$ cat src/rtl/disp_cmd_rx.sv
module disp_cmd_rx #(
  parameter logic [7:0] DEV_ADDR    = 8'h4F,
  parameter int         PAY_BITS    = 40,
  parameter int         DISP_BITS   = 64,
  parameter int         CTL_BITS    = 6,
  parameter int         SYNC_STAGES = 2
) (
  input  logic                 clk,
  input  logic                 rst_n,
  input  logic                 ser_en_i,
  input  logic                 ser_clk_i,
  input  logic                 ser_dat_i,
  input  logic                 inhibit_i,
  output logic [DISP_BITS-1:0] disp_o,
  output logic [2:0]           gp_cnt_o,
  output logic                 half_bias_o,
  output logic                 seg_blank_o,
  output logic                 drive_off_o,
  output logic                 lo_upd_o,
  output logic                 hi_upd_o
);

  localparam int HALF  = DISP_BITS / 2;
  localparam int CNT_W = $clog2(PAY_BITS + 2);
  localparam logic [CNT_W-1:0] CNT_FULL = CNT_W'(PAY_BITS);
  localparam logic [CNT_W-1:0] CNT_SAT  = '1;

  logic [SYNC_STAGES:0]   en_p, ck_p;
  logic [SYNC_STAGES-1:0] dt_p;
  logic [7:0]             addr_sh;
  logic [PAY_BITS-1:0]    pay_sh;
  logic [CNT_W-1:0]       bit_cnt;
  logic                   hit;
  logic [CTL_BITS-1:0]    ctl_q;

  always_ff @(posedge clk or negedge rst_n) begin
    if (!rst_n) begin
      en_p <= '0;
      ck_p <= '0;
      dt_p <= '0;
    end else begin
      en_p <= {en_p[SYNC_STAGES-1:0], ser_en_i};
      ck_p <= {ck_p[SYNC_STAGES-1:0], ser_clk_i};
      dt_p <= {dt_p[SYNC_STAGES-2:0], ser_dat_i};
    end
  end

  wire en_s     = en_p[SYNC_STAGES-1];
  wire en_rise  = en_s & ~en_p[SYNC_STAGES];
  wire en_fall  = ~en_s & en_p[SYNC_STAGES];
  wire clk_rise = ck_p[SYNC_STAGES-1] & ~ck_p[SYNC_STAGES];
  wire dt_s     = dt_p[SYNC_STAGES-1];
  wire commit   = en_fall & hit & (bit_cnt == CNT_FULL);
  wire upper    = pay_sh[PAY_BITS-1];

  always_ff @(posedge clk or negedge rst_n) begin
    if (!rst_n) begin
      addr_sh <= '0;
      pay_sh  <= '0;
      bit_cnt <= '0;
      hit     <= 1'b0;
    end else begin
      if (clk_rise && !en_s) addr_sh <= {dt_s, addr_sh[7:1]};
      if (clk_rise && en_s)  pay_sh  <= {dt_s, pay_sh[PAY_BITS-1:1]};
      if (en_rise) begin
        hit     <= (addr_sh == DEV_ADDR);
        bit_cnt <= '0;
      end else if (clk_rise && en_s && bit_cnt != CNT_SAT) begin
        bit_cnt <= bit_cnt + 1'b1;
      end
    end
  end

  always_ff @(posedge clk or negedge rst_n) begin
    if (!rst_n) begin
      disp_o   <= '0;
      ctl_q    <= '0;
      lo_upd_o <= 1'b0;
      hi_upd_o <= 1'b0;
    end else begin
      lo_upd_o <= commit & ~upper;
      hi_upd_o <= commit & upper;
      if (commit && !upper) begin
        disp_o[HALF-1:0] <= pay_sh[HALF-1:0];
        ctl_q            <= pay_sh[HALF +: CTL_BITS];
      end
      if (commit && upper) disp_o[DISP_BITS-1:HALF] <= pay_sh[HALF-1:0];
    end
  end

  wire [2:0] gp_code = {ctl_q[0], ctl_q[1], ctl_q[2]};

  assign gp_cnt_o    = (inhibit_i || gp_code > 3'd4) ? 3'd0 : gp_code;
  assign half_bias_o = ctl_q[3];
  assign seg_blank_o = ctl_q[4];
  assign drive_off_o = inhibit_i | ctl_q[5];

endmodule

$ cat config.mk
export PLATFORM = sky130hd
export DESIGN_NAME = disp_cmd_rx
export DESIGN_NICKNAME = d
export VERILOG_FILES = /design/src/rtl/disp_cmd_rx.sv
export SDC_FILE = /design/constraint.sdc
export NUM_CORES = 1
export LEC_CHECK = 0
export BUFFER_PORTS_ARGS = -buffer_cell sky130_fd_sc_hd__buf_2
export CAP_MARGIN = 15
export CORE_MARGIN = 5
export CORE_UTILIZATION = 53
export CTS_BUF_LIST = sky130_fd_sc_hd__clkbuf_8
export CTS_CLUSTER_SIZE = 8
export DETAILED_ROUTE_END_ITERATION = 6
export GPL_ROUTABILITY_DRIVEN = 0
export GPL_TIMING_DRIVEN = 0
export PLACE_DENSITY_LB_ADDON = 0.08
export SLEW_MARGIN = 20
export SYNTH_ARGS = -nofsm -noshare
export SYNTH_HDL_FRONTEND = slang
export SYNTH_SLANG_ARGS = --single-unit
$ cat constraint.sdc
create_clock -name clk -period 1.8 [get_ports clk]
set_clock_uncertainty 0.2 [all_clocks]
set_input_delay 0.27 -clock clk [delete_from_list [all_inputs] [get_ports clk]]
set_output_delay 0.27 -clock clk [all_outputs]
set_load 0.01 [all_outputs]
==> results.json <==
{
  "status": "complete, but fails checks",
  "violations": "negative setup slack",
  "whs_ns": 0.152,
  "timing.final.crit_share": 1.02,
  "fp-row-count": 36,
  "rsz0062_at_grt": "yes",
  "synth.top_cell.area_share": 0.641,
  "clock_latency_ns": 0.42,
  "die_h_um": 110,
  "routed_via_density": 5.03,
  "die_width_um": 110,
  "yosysWarnings": 0,
  "fin_crit_ns": 1.84,
  "finalSetupViolCount": 50,
  "synthArstFlopShare": 1.00,
  "die_area_um2": 12000,
  "cts_sinks": 135,
  "antenna_found_initial": 0,
  "postSynthAreaPerCell_um2": 13.3,
  "maxCapViolations": 0,
  "p_clk_frac": 0.435,
  "drt-initial-drc-count": 118,
  "combPwrFrac": 0.047,
  "io_buffers": 77,
  "timing_hold_violations_final": 0,
  "pwr-share-seq": 0.518,
  "final_cell_mix": "dfrtp_1, nand2_1, buf_2",
  "track_usage": 0.171,
  "dr.pass1.iters": 4,
  "synthTopCellsByArea": "dfrtp_1, nand2_1, mux2_2, mux2_4, mux2_1",
  "synth_top_area_cell": "dfrtp_1",
  "initial_core_util": 0.542,
  "cts_buffers": 17,
  "cts_buffer_depth": 2,
  "cp.arrival_ns": 1.96,
  "switching_share": 0.228,
  "seq_area_frac_synth": 0.641,
  "coreArea_um2": 9730,
  "ant_nets": 0,
  "synth_ff_type": "dfrtp_1",
  "vias": 3285,
  "crit_path_start_kind": "register",
  "post-place-ws_ns": -0.202,
  "rrSetupSlack_ns": -0.04,
  "n_antenna_cell": 0,
  "vdd_drop_max_mv": 0.896,
  "power.leakage_nw": 3.62,
  "multi_input_area_um2": 1870,
  "seq_area_um2": 3380,
  "grtUsageMet3": 0.0546,
  "yosysUniqueCellTypes": 39,
  "grt_pass1_vias": 3256,
  "place_hpwl_mm": 6.26,
  "crit_start": "bit_cnt[0]",
  "synth_edf_count": 0,
  "grt_pass1_wl_mm": 16.0,
  "grt_max_degree": 79,
  "crit_type": "register to register",
  "fillers": 745,
  "hp-class": "primary input to async pin",
  "cp-end-kind": "register",
  "routed_wl_mm": 9.56,
  "netlist_instances": 396,
  "cts_tree": "done",
  "power_switching_mw": 1.43,
  "htreeDepth": 4,
  "grt_overflow": 0,
  "worst_pin_slew_ns": 0.603,
  "syn_area_um2": 5270,
  "final_layout_size_suffix_gt1_frac": 0.427,
  "ys_seq_elements": 135,
  "drc": 0,
  "fin_cells": 653,
  "max_freq_ghz": 0.544,
  "io_pins": 78,
  "area_growth_pct": 23.9,
  "cp_max_fo": 10,
  "finish.utilization": 0.671,
  "finalWorstSetupSlack_ns": -0.0391,
  "timing.rr.start": "bit_cnt[0]",
  "grt.busiest_layer": "met2",
  "grtUsageMet1": 0.237,
  "clk_pin_slew_worst_paths_ns": 0.08,
  "wire_per_inst_um": 14.6,
  "intPower_mw": 4.86,
  "powerDensity_nw_per_um2": 964,
  "dp_cells": 607,
  "maxSlewHeadroom": 0.596,
  "synth_nets": 404,
  "final_common_cell": "dfrtp_1",
  "slew_violations": 0,
  "root_buffer": "clkbuf_8",
  "cp.required_ns": 1.92,
  "fin_nets": 515,
  "gr-usage-met2": 0.266
}
[per-layer routing]
| layer | wire length [um] | vias to the layer above |
|---|---|---|
| met2 | 4520 | 67 |
| met5 | 0 | - |
| met4 | 91 | 0 |
| met3 | 476 | 11 |
| li1 | - | 1548 |
| met1 | 4470 | 1659 |
[metrics by stage]
step           area [um2]  TNS, ns  power [mW]
3_5_place_dp         5880    -5.12        3.59
2_1_floorplan        5290  -0.0992        3.46
5_1_grt              6530    -4.89        6.57
6_report             6530   -0.881        6.29
4_1_cts              6480    -1.87        6.36
3_3_place_gp         5840  -207.22        3.57
[worst max-delay path, cell delays in order, from the launching register on]
cell	delay, ns
dfrtp_1	0.39
inv_2	0.08
ha_4	0.14
nand4b_4	0.13
nor3_4	0.19
buf_6	0.16
buf_12	0.14
mux2_1	0.31
[synthesized netlist by cell type (all sizes together), types with 2 or more instances]
cell type	n
a211oi	2
a21oi	2
a31oi	2
buf	8
clkbuf	8
dfrtp	135
ha	2
inv	3
mux2	78
nand2	125
nand3	2
nor2	3
nor3	2
nor3b	3
o21ai	3
o31ai	2
or2	2
[area by class of cell]
cell class / instances / area share
Clock buffer: 18 / 0.0379
Tap cell: 133 / 0.0255
Multi-Input combinational cell: 242 / 0.286
Clock inverter: 14 / 0.0301
Sequential cell: 135 / 0.518
Inverter: 3 / 0.00172
Timing Repair Buffer: 92 / 0.0830
Buffer: 16 / 0.0182
[state kept, by name (all words and copies together), names as in the netlist]
| register | flops |
|---|---|
| lo_upd_o | 1 |
| en_p | 3 |
| dt_p | 2 |
| disp_o | 64 |
| pay_sh | 40 |
| ck_p | 3 |
| addr_sh | 8 |
| hit | 1 |
| ctl_q | 6 |
| bit_cnt | 6 |
| hi_upd_o | 1 |
[timing repair]
action / 4_1_cts / 5_1_grt
hold buffers: 4 / 0
setup endpoints to repair: 68 / 71
buffers inserted: 8 / 2
pin swaps: 0 / 0
hold endpoints to repair: 79 / 0
gates resized for setup: 16 / 9
[path summary, 6_finish.rpt]
| path | endpoint | cells past startpoint |
|---|---|---|
| max reg2reg | disp_o[26] | 7 |
| min in group clk | en_p[1] | 0 |
| min reg2reg | en_p[1] | 0 |
| max | disp_o[26] | 7 |
| max in group asynchronous | bit_cnt[2] | 3 |
| min | disp_o[27] | 2 |
[power groups by stage]
stage          logic (mW)  registers [mW]  clock network (mW)
6_report            0.294            3.26                2.74
5_1_grt             0.339            3.29                2.95
4_1_cts             0.297            3.26                2.80
3_5_place_dp        0.268            3.32                   0
3_3_place_gp        0.251            3.32                   0
2_1_floorplan       0.165            3.29                   0
[kinds of logic after synthesis]
family | share of synthesized area
XOR/XNOR | 0.00166
flip-flops | 0.641
buffers and inverters | 0.0223
AO/OA/AOI/OAI | 0.0142
adder cells (fa/ha/maj) | 0.00475
multiplexers | 0.187
AND/OR/NAND/NOR | 0.128
(Power assumes the default switching activity.)
